`src/rtl/stat_pkg.sv`:
```
package stat_pkg;

    localparam int RANKS = 3;

    typedef enum logic [1:0] {
        SEL_MAX  = 2'd0,
        SEL_MID  = 2'd1,
        SEL_LOW  = 2'd2,
        SEL_MEAN = 2'd3
    } sel_e;

    typedef enum logic [1:0] {
        ST_IDLE = 2'd0,
        ST_RUN  = 2'd1,
        ST_HOLD = 2'd2
    } state_e;

endpackage

```
`src/rtl/stat_ctrl.sv`:
```
module stat_ctrl
    import stat_pkg::*;
(
    input  logic clk,
    input  logic rst,
    input  logic go,
    input  logic last_samp,
    output logic clr,
    output logic take,
    output logic run,
    output logic fin
);

    state_e st_q, st_d;

    always_comb begin
        st_d = st_q;
        unique case (st_q)
            ST_IDLE: if (go) st_d = ST_RUN;
            ST_RUN:  if (last_samp) st_d = ST_HOLD;
            ST_HOLD: if (go) st_d = ST_RUN;
            default: st_d = ST_IDLE;
        endcase
    end

    always_ff @(posedge clk) begin
        if (rst) st_q <= ST_IDLE;
        else     st_q <= st_d;
    end

    assign run  = (st_q == ST_RUN);
    assign take = run;
    assign clr  = go && !run;
    assign fin  = (st_q == ST_HOLD);

endmodule

```
`src/rtl/stat_rank.sv`:
```
module stat_rank
    import stat_pkg::*;
#(
    parameter int N = 8
) (
    input  logic                      clk,
    input  logic                      rst,
    input  logic                      clr,
    input  logic                      take,
    input  logic [N-1:0]              din,
    output logic [RANKS-1:0][N-1:0]   rank_o
);

    logic [RANKS-1:0][N-1:0] rk_q;
    logic [RANKS-1:0][N-1:0] rk_d;
    logic [RANKS-1:0]        beats;

    // Ranks are kept in descending order, so beats[] is monotonic:
    // beating slot i implies beating every lower slot.
    for (genvar i = 0; i < RANKS; i++) begin : g_slot
        assign beats[i] = din > rk_q[i];
        if (i == 0) begin : g_top
            assign rk_d[i] = beats[i] ? din : rk_q[i];
        end else begin : g_lower
            assign rk_d[i] = beats[i-1] ? rk_q[i-1] :
                             beats[i]   ? din       : rk_q[i];
        end
    end

    always_ff @(posedge clk) begin
        if (rst || clr) rk_q <= '0;
        else if (take)  rk_q <= rk_d;
    end

    assign rank_o = rk_q;

endmodule

```
`src/rtl/stat_accum.sv`:
```
module stat_accum #(
    parameter int N = 8,
    parameter int M = 3
) (
    input  logic           clk,
    input  logic           rst,
    input  logic           clr,
    input  logic           take,
    input  logic [N-1:0]   din,
    output logic [N+M-1:0] sum_o,
    output logic           last_samp
);

    localparam int SW = N + M;
    localparam logic [M-1:0] CNT_LAST = {M{1'b1}};

    logic [SW-1:0] sum_q;
    logic [M-1:0]  cnt_q;

    always_ff @(posedge clk) begin
        if (rst || clr) begin
            sum_q <= '0;
            cnt_q <= '0;
        end else if (take) begin
            sum_q <= sum_q + {{M{1'b0}}, din};
            cnt_q <= cnt_q + M'(1);
        end
    end

    assign sum_o     = sum_q;
    assign last_samp = take && (cnt_q == CNT_LAST);

endmodule

```
`src/rtl/stat_top3_avg.sv`:
```
module stat_top3_avg
    import stat_pkg::*;
#(
    parameter int N = 8,
    parameter int M = 3
) (
    input  logic         clk,
    input  logic         rst,
    input  logic         go,
    input  logic [N-1:0] din,
    input  logic [1:0]   sel,
    output logic         done,
    output logic [N-1:0] dout
);

    localparam int SW = N + M;

    logic                    clr_w, take_w, run_w, last_w;
    logic [SW-1:0]           sum_w;
    logic [RANKS-1:0][N-1:0] rank_w;
    logic [N-1:0]            mean_w;

    stat_ctrl u_ctrl (
        .clk       (clk),
        .rst       (rst),
        .go        (go),
        .last_samp (last_w),
        .clr       (clr_w),
        .take      (take_w),
        .run       (run_w),
        .fin       (done)
    );

    stat_rank #(.N(N)) u_rank (
        .clk    (clk),
        .rst    (rst),
        .clr    (clr_w),
        .take   (take_w),
        .din    (din),
        .rank_o (rank_w)
    );

    stat_accum #(.N(N), .M(M)) u_acc (
        .clk       (clk),
        .rst       (rst),
        .clr       (clr_w),
        .take      (take_w),
        .din       (din),
        .sum_o     (sum_w),
        .last_samp (last_w)
    );

    assign mean_w = sum_w[SW-1:M];

    always_comb begin
        unique case (sel_e'(sel))
            SEL_MAX:  dout = rank_w[0];
            SEL_MID:  dout = rank_w[1];
            SEL_LOW:  dout = rank_w[2];
            SEL_MEAN: dout = mean_w;
            default:  dout = '0;
        endcase
    end

endmodule

```
`config.mk`:
```
export PLATFORM = sky130hd
export DESIGN_NAME = stat_top3_avg
export DESIGN_NICKNAME = d
export VERILOG_FILES = /design/src/rtl/stat_pkg.sv /design/src/rtl/stat_ctrl.sv /design/src/rtl/stat_rank.sv /design/src/rtl/stat_accum.sv /design/src/rtl/stat_top3_avg.sv
export SDC_FILE = /design/constraint.sdc
export NUM_CORES = 1
export LEC_CHECK = 0
export BUFFER_PORTS_ARGS = -buffer_cell sky130_fd_sc_hd__buf_2
export CAP_MARGIN = 30
export CELL_PAD_IN_SITES_DETAIL_PLACEMENT = 2
export CELL_PAD_IN_SITES_GLOBAL_PLACEMENT = 2
export CORE_UTILIZATION = 38
export DETAILED_ROUTE_END_ITERATION = 8
export GPL_ROUTABILITY_DRIVEN = 0
export PLACE_DENSITY_LB_ADDON = 0.1
export SLEW_MARGIN = 20
export SYNTH_ARGS = -nofsm -noshare
export SYNTH_HDL_FRONTEND = slang
export SYNTH_SLANG_ARGS = --single-unit
```
`constraint.sdc`:
```
create_clock -name clk -period 2.4 [get_ports clk]
set_clock_uncertainty 0.1 [all_clocks]
set_input_delay 0.12 -clock clk [delete_from_list [all_inputs] [get_ports clk]]
set_output_delay 0.12 -clock clk [all_outputs]
set_load 0.005 [all_outputs]
```
Yosys cells after proc, flatten, opt, wreduce, memory -nomap -nowiden --
Cells that the tools add are included.
Cells by class: $add $sub $neg 2, $lt $le $gt $ge 3, eq/ne operators 8, muxes and demuxes 8, reductions and logical operators 13
Operators by type and width (count):
- two-way mux 8 bit | 4
- case mux 8 bit (4 select lines) | 1
- > comparator 8 bit | 3
- adder 11 x 8 -> 11 bit | 1
- AND reduction 2 bit | 4
- equality test 2 bit (second input constant) | 3
- equality test 2 x 1 -> 1 bit (second input constant) | 2
- logical NOT 2 bit | 2
- two-way mux 2 bit | 2
- case mux 2 bit (2 select lines) | 1
- nonzero test 2 bit | 2
- adder 3 x 1 -> 3 bit (second input constant) | 1
- equality test 3 bit (second input constant) | 1
- logical AND 1 bit | 2
- != test 2 x 1 -> 1 bit (second input constant) | 1
- != test 2 bit (second input constant) | 1
- OR reduction 2 bit | 1
- logical NOT 1 bit | 1
- logical OR 1 bit | 1
Storage, ports and cells: register bits after elaboration 40, output and inout bits 9, logic and storage cells 40

Longest topological paths before layout --
word-level depth 4, depth in mapped cells 9

Cells and area by module --
A second synthesis with hierarchy kept.
Unflattened totals: cells, all modules 316, area, all modules 2936.6 µm²
Modules (own cells, without submodules):
- stat_rank | instances 1, cells each 194, area an instance 1729.2 µm², sequential area each 480.5 µm²
- stat_accum | instances 1, cells each 100, area an instance 907.1 µm², sequential area each 280.3 µm²
- stat_top3_avg | instances 1, cells each 10, area an instance 196.4 µm², sequential area each 0.0 µm²
- stat_ctrl | instances 1, cells each 12, area an instance 103.8 µm², sequential area each 40.0 µm²

Least setup slack after synthesis --
No wires, ideal clock.
kind reg-to-reg, start point reg u_acc.sum_q[0] (netlist: u_acc.sum_o[0]), end point reg u_acc.sum_q[10] (netlist: u_acc.sum_o[10]), arrival 1.885 ns, data required time 2.230 ns, path slack 0.345 ns, cell stages (with the launch flop) 10, period minus slack after synthesis 2.055 ns, cells stage by stage dfxtp_1 -> ha_1 -> inv_1 -> fa_1 -> nor2b_1 -> o21ai_0 -> a21boi_2 -> o21ai_0 -> or3_1 -> a21oi_1
On the way: longest elaborated chain between the ends 1
Ends and longest elaborated chain:
- start, declared | line stat_accum.sv:17 | logic [SW-1:0] sum_q;
- start signal, assigned | line stat_accum.sv:25 | sum_q <= sum_q + {{M{1'b0}}, din};
- adder 11 x 8 -> 11 bit | line stat_accum.sv:25
Every way passes these cells. A chain may end at the register's enable or synchronous reset.

Worst setup path in the final report --
start point reg u_rank.rk_q (netlist bit u_rank.rank_o[13]), end point reg u_rank.rk_q (netlist bit u_rank.rank_o[21])
On the way: longest elaborated chain between the ends 3
Ends and longest elaborated chain:
- start, declared | line stat_rank.sv:14 | logic [RANKS-1:0][N-1:0] rk_q;
- start signal, assigned | line stat_rank.sv:32 | else if (take) rk_q <= rk_d;
- > comparator 8 bit | line stat_rank.sv:21 | assign beats[i] = din > rk_q[i];
- nonzero test 2 bit (no source line)
- AND reduction 2 bit (no source line)
Several ways; a longest one is shown, not always the timed one.

==> impl_table.tex <==
\begin{tabular}{lr}
\hline
Metric & Value \\
\hline
\multicolumn{2}{l}{\textbf{STA}} \\
\quad Worst rel slew slack & 0.622 \\
\quad Pins Over Slew Limit & 0 \\
\quad Maximum clock frequency & 442 MHz \\
\quad Setup TNS & 0 ps \\
\quad Final hold violations & 0 \\
\quad Period utilisation layout & 0.942 \\
\quad Count of endpoints failing setup in the final report & 0 \\
\quad Final critical path time including I/O delays and setup & 2260 ps \\
\quad Crit path setup slack, layout & 138 ps \\
\quad Actual transition at the worst max-transition pin & 567 ps \\
\multicolumn{2}{l}{\textbf{Die}} \\
\quad Floorplan Core Area & 7250 um2 \\
\quad Number of rows in the core area & 31 \\
\quad Chip width & 88.9 um \\
\quad Ports placed on the boundary & 22 \\
\quad Die area & 7890 um2 \\
\quad Starting density of the core & 0.395 \\
\quad Die Height & 88.9 um \\
\multicolumn{2}{l}{\textbf{Global routing}} \\
\quad Antenna violations before repair & 0 \\
\quad Via count of the first global-routing pass & 2681 \\
\quad Total GRT Usage & 0.232 \\
\quad Pin count of the biggest net entering global routing & 30 \\
\quad Remaining global-route overflow & 0 \\
\quad First-pass GRT wire length & 13500 um \\
\multicolumn{2}{l}{\textbf{Worst setup path}} \\
\quad Critical R2R Launch & u\_rank.rank\_o[13]\$\_SDFFE\_PP0P\_ \\
\quad Capture instance of the worst register-to-register path & u\_rank.rank\_o[21]\$\_SDFFE\_PP0P\_ \\
\quad CP arrival & 2380 ps \\
\quad Capturing element type of the critical path & flip-flop \\
\quad Timing startpoint of the critical path & u\_rank.rank\_o[13]\$\_SDFFE\_PP0P\_ \\
\quad Setup slack on the worst flop-to-flop path & 140 ps \\
\quad Largest driver fanout on the critical path & 7 \\
\quad Length in cells of the worst reg-to-reg path & 8 \\
\quad Worst EP required & 2520 ps \\
\quad Kind of start point of the critical path & flip-flop \\
\quad Kind of critical path & flip-flop to flip-flop \\
\multicolumn{2}{l}{\textbf{Yosys}} \\
\quad Number of synthesized flops with an enable pin & 0 \\
\quad Portion of the post-synthesis area used by sequential elements & 0.279 \\
\quad Number of cells produced by synthesis & 311 \\
\quad Post-synth top area share & 0.279 \\
\quad Cell taking the most area after synthesis & sky130\_fd\_sc\_hd\_\_dfxtp\_1 \\
\quad Top area cells in the synthesized netlist & sky130\_fd\_sc\_hd\_\_dfxtp\_1 28\%, sky130\_fd\_sc\_hd\_\_ha\_1 15\%, sky130\_fd\_sc\_hd\_\_mux2i\_1 8.0\% \\
\quad Register bit total from synthesis & 40 \\
\quad Mean instance size in the synthesized netlist & 9.22 um2 \\
\quad Unique cell type count in the Yosys netlist & 53 \\
\quad Post-synthesis async set-or-reset flop share & 0 \\
\quad Number of nets in the synthesized netlist & 359 \\
\quad Dominant synthesized flop cell & sky130\_fd\_sc\_hd\_\_dfxtp\_1 \\
\quad YS warnings & 0 \\
\quad Netlist area before placement & 2870 um2 \\
\multicolumn{2}{l}{\textbf{CTS}} \\
\quad Clk root buf & sky130\_fd\_sc\_hd\_\_clkbuf\_8 \\
\quad H-tree depth & 2 \\
\quad Reg clk slew, reported paths & 80 ps \\
\quad Clock latency reported for the late side of the worst-skew pair & 300 ps \\
\quad Number of buffers added for setup after CTS & 0 \\
\quad CTS tree & built \\
\quad Longest Clk Path Bufs & 2 \\
\quad Clock buffer count from CTS & 5 \\
\quad Sinks on Clock Net & 40 \\
\multicolumn{2}{l}{\textbf{Final layout}} \\
\quad Area Overhead vs Synth & 11.6\% \\
\quad Count of inserted antenna diode cells & 0 \\
\quad Commonest non-fill, non-tap cell in the layout & sky130\_fd\_sc\_hd\_\_dfxtp\_1 \\
\quad Layout cell share with drive strength beyond 1 & 0.198 \\
\quad Post-layout nets & 380 \\
\quad Total non-filler cell area in the finished layout & 3200 um2 \\
\quad Final core utilization & 0.441 \\
\quad Most used cells in the layout excluding fill and tap cells & 40 x sky130\_fd\_sc\_hd\_\_dfxtp\_1, 34 x sky130\_fd\_sc\_hd\_\_ha\_1, 31 x sky130\_fd\_sc\_hd\_\_inv\_1 \\
\multicolumn{2}{l}{\textbf{Pwr}} \\
\quad Total leakage power & 1.34 nW \\
\quad Worst vdd rail ir drop & 0.207 mV \\
\quad Total power after layout & 1.71 mW \\
\quad Sequential power share & 0.427 \\
\quad Clk pwr share & 0.286 \\
\quad P\_int & 1.13 mW \\
\quad Comb power frac & 0.288 \\
\quad Ratio of total power to cell area & 534 nW/um2 \\
\quad Net Sw Frac & 0.337 \\
\quad Switching component of the power & 0.576 mW \\
\multicolumn{2}{l}{\textbf{Job}} \\
\quad Max\_cap viols & 0 \\
\multicolumn{2}{l}{\textbf{Route}} \\
\quad Total length of routed wires & 8420 um \\
\quad Number of vias in the routed layout & 2436 \\
\quad Avg WL per Cell & 19.5 um \\
\quad DRC violations left & 0 \\
\quad DRT antenna net count & 0 \\
\quad Initial detailed-routing violation count & 89 \\
\quad Via-to-Cell Ratio & 5.64 \\
\quad 1st-pass router iterations & 4 \\
\multicolumn{2}{l}{\textbf{Hold path}} \\
\quad Startpoint of the tightest hold check path & rst \\
\quad Worst Hold End & u\_ctrl.st\_q[1]\$\_SDFFE\_PP0P\_ \\
\quad Min-Delay Path Depth & 2 \\
\quad Path category of the worst min-delay check & input port to flip-flop \\
\multicolumn{2}{l}{\textbf{Placed design}} \\
\quad Half-perimeter wire length of the detailed placement result & 6650 um \\
\quad Worst-case setup slack after placement & -14.9 ps \\
\quad Instance area at placement & 3080 um2 \\
\quad Buffers added on ports & 21 \\
\multicolumn{2}{l}{\textbf{Run status}} \\
\quad Status & finished clean \\
\hline
\end{tabular}
==> sequential cells by signal (all words and copies together), names as in the netlist <==
signal         count
u_rank.rank_o     24
u_acc.cnt_q        3
u_acc.sum_o       11
u_ctrl.st_q        2
==> synthesized netlist by cell type, types with 2 or more instances <==
library cell,n
sky130_fd_sc_hd__a21oi_2,2
sky130_fd_sc_hd__nand2_1,15
sky130_fd_sc_hd__mux2i_1,23
sky130_fd_sc_hd__o32ai_1,7
sky130_fd_sc_hd__a21oi_1,17
sky130_fd_sc_hd__nor4b_1,2
sky130_fd_sc_hd__a21o_1,5
sky130_fd_sc_hd__o21ai_0,12
sky130_fd_sc_hd__buf_2,4
sky130_fd_sc_hd__xnor2_1,2
sky130_fd_sc_hd__clkbuf_1,6
sky130_fd_sc_hd__a211oi_2,8
sky130_fd_sc_hd__mux4_2,8
sky130_fd_sc_hd__nand3_1,7
sky130_fd_sc_hd__nor2b_1,6
sky130_fd_sc_hd__nand2b_1,4
sky130_fd_sc_hd__and3_1,4
sky130_fd_sc_hd__or3_1,3
sky130_fd_sc_hd__nor2_1,28
sky130_fd_sc_hd__nor3_1,4
sky130_fd_sc_hd__dfxtp_1,40
sky130_fd_sc_hd__inv_1,31
sky130_fd_sc_hd__a211o_1,2
sky130_fd_sc_hd__o211ai_1,3
sky130_fd_sc_hd__ha_1,34
sky130_fd_sc_hd__o22ai_1,3
sky130_fd_sc_hd__nand4_1,4
sky130_fd_sc_hd__a22oi_1,2
==> worst max-delay path, cell delays in order (launching register included) <==
cell and delay, ps:
sky130_fd_sc_hd__dfxtp_1 370, sky130_fd_sc_hd__inv_1 90, sky130_fd_sc_hd__ha_1 290, sky130_fd_sc_hd__a211o_1 300
sky130_fd_sc_hd__a21oi_4 220, sky130_fd_sc_hd__nand3_4 150, sky130_fd_sc_hd__and2_2 300, sky130_fd_sc_hd__mux2i_1 150
sky130_fd_sc_hd__a211oi_2 210
==> per-layer routing <==
layer  track usage  wire length [um]  up-vias
met5             0                 0        -
met4        0.0645                84        0
met3        0.0345               131        9
met2         0.439              4470       21
met1         0.270              3730     1240
li1              -                 -     1166
==> layout make-up <==
| class | instances | area, um2 |
|---|---|---|
| Fill cell | 838 | 4060 |
| Inverter | 31 | 116 |
| Timing Repair Buffer | 28 | 170 |
| Tap cell | 99 | 124 |
| Multi-Input combinational cell | 226 | 1890 |
| Clock inverter | 2 | 10.0 |
| Sequential cell | 40 | 801 |
| Clock buffer | 6 | 82.6 |
==> stage by stage <==
stage / instances / hold slack [ps]
after floorplan: 311 / 164
after global placement: 424 / 335
after detailed placement: 424 / 340
after CTS: 432 / 26.3
after global routing: 432 / 44.5
final: 432 / 35.0
==> worst max path at each step <==
| stage | endpoint | slack (ps) | depth (start not counted) |
|---|---|---|---|
| floorplan | u_acc.sum_o[10]$_SDFFE_PP0P_ | 340 | 9 |
| global placement | u_rank.rank_o[21]$_SDFFE_PP0P_ | 20 | 8 |
| detailed placement | u_rank.rank_o[18]$_SDFFE_PP0P_ | -10 | 8 |
| CTS | u_rank.rank_o[8]$_SDFFE_PP0P_ | 60 | 8 |
| global route | u_acc.sum_o[10]$_SDFFE_PP0P_ | -5 | 9 |
| finish | u_rank.rank_o[21]$_SDFFE_PP0P_ | 140 | 8 |
==> power by group through the flow <==
stage | Clock [mW] | Combinational, mW | Sequential [mW]
after global placement | 0 | 0.467 | 0.741
after floorplan | 0 | 0.358 | 0.730
final | 0.488 | 0.491 | 0.728
after global routing | 0.529 | 0.544 | 0.732
after detailed placement | 0 | 0.485 | 0.743
after CTS | 0.506 | 0.489 | 0.728
==> timing repair <==
item	CTS	global route
hold endpoints to repair	0	0
endpoints found under the setup margin	6	13
hold buffers	0	0
pin swaps	0	0
resized for setup	1	6
==> cell families after synthesis <==
| group | share of synthesized area |
|---|---|
| xor+xnor | 0.00917 |
| mux | 0.143 |
| simple gates | 0.155 |
| flops | 0.279 |
| compound gates | 0.189 |
| fa+ha+maj | 0.155 |
| buf+inv | 0.0685 |
(Power assumes the default switching activity.)
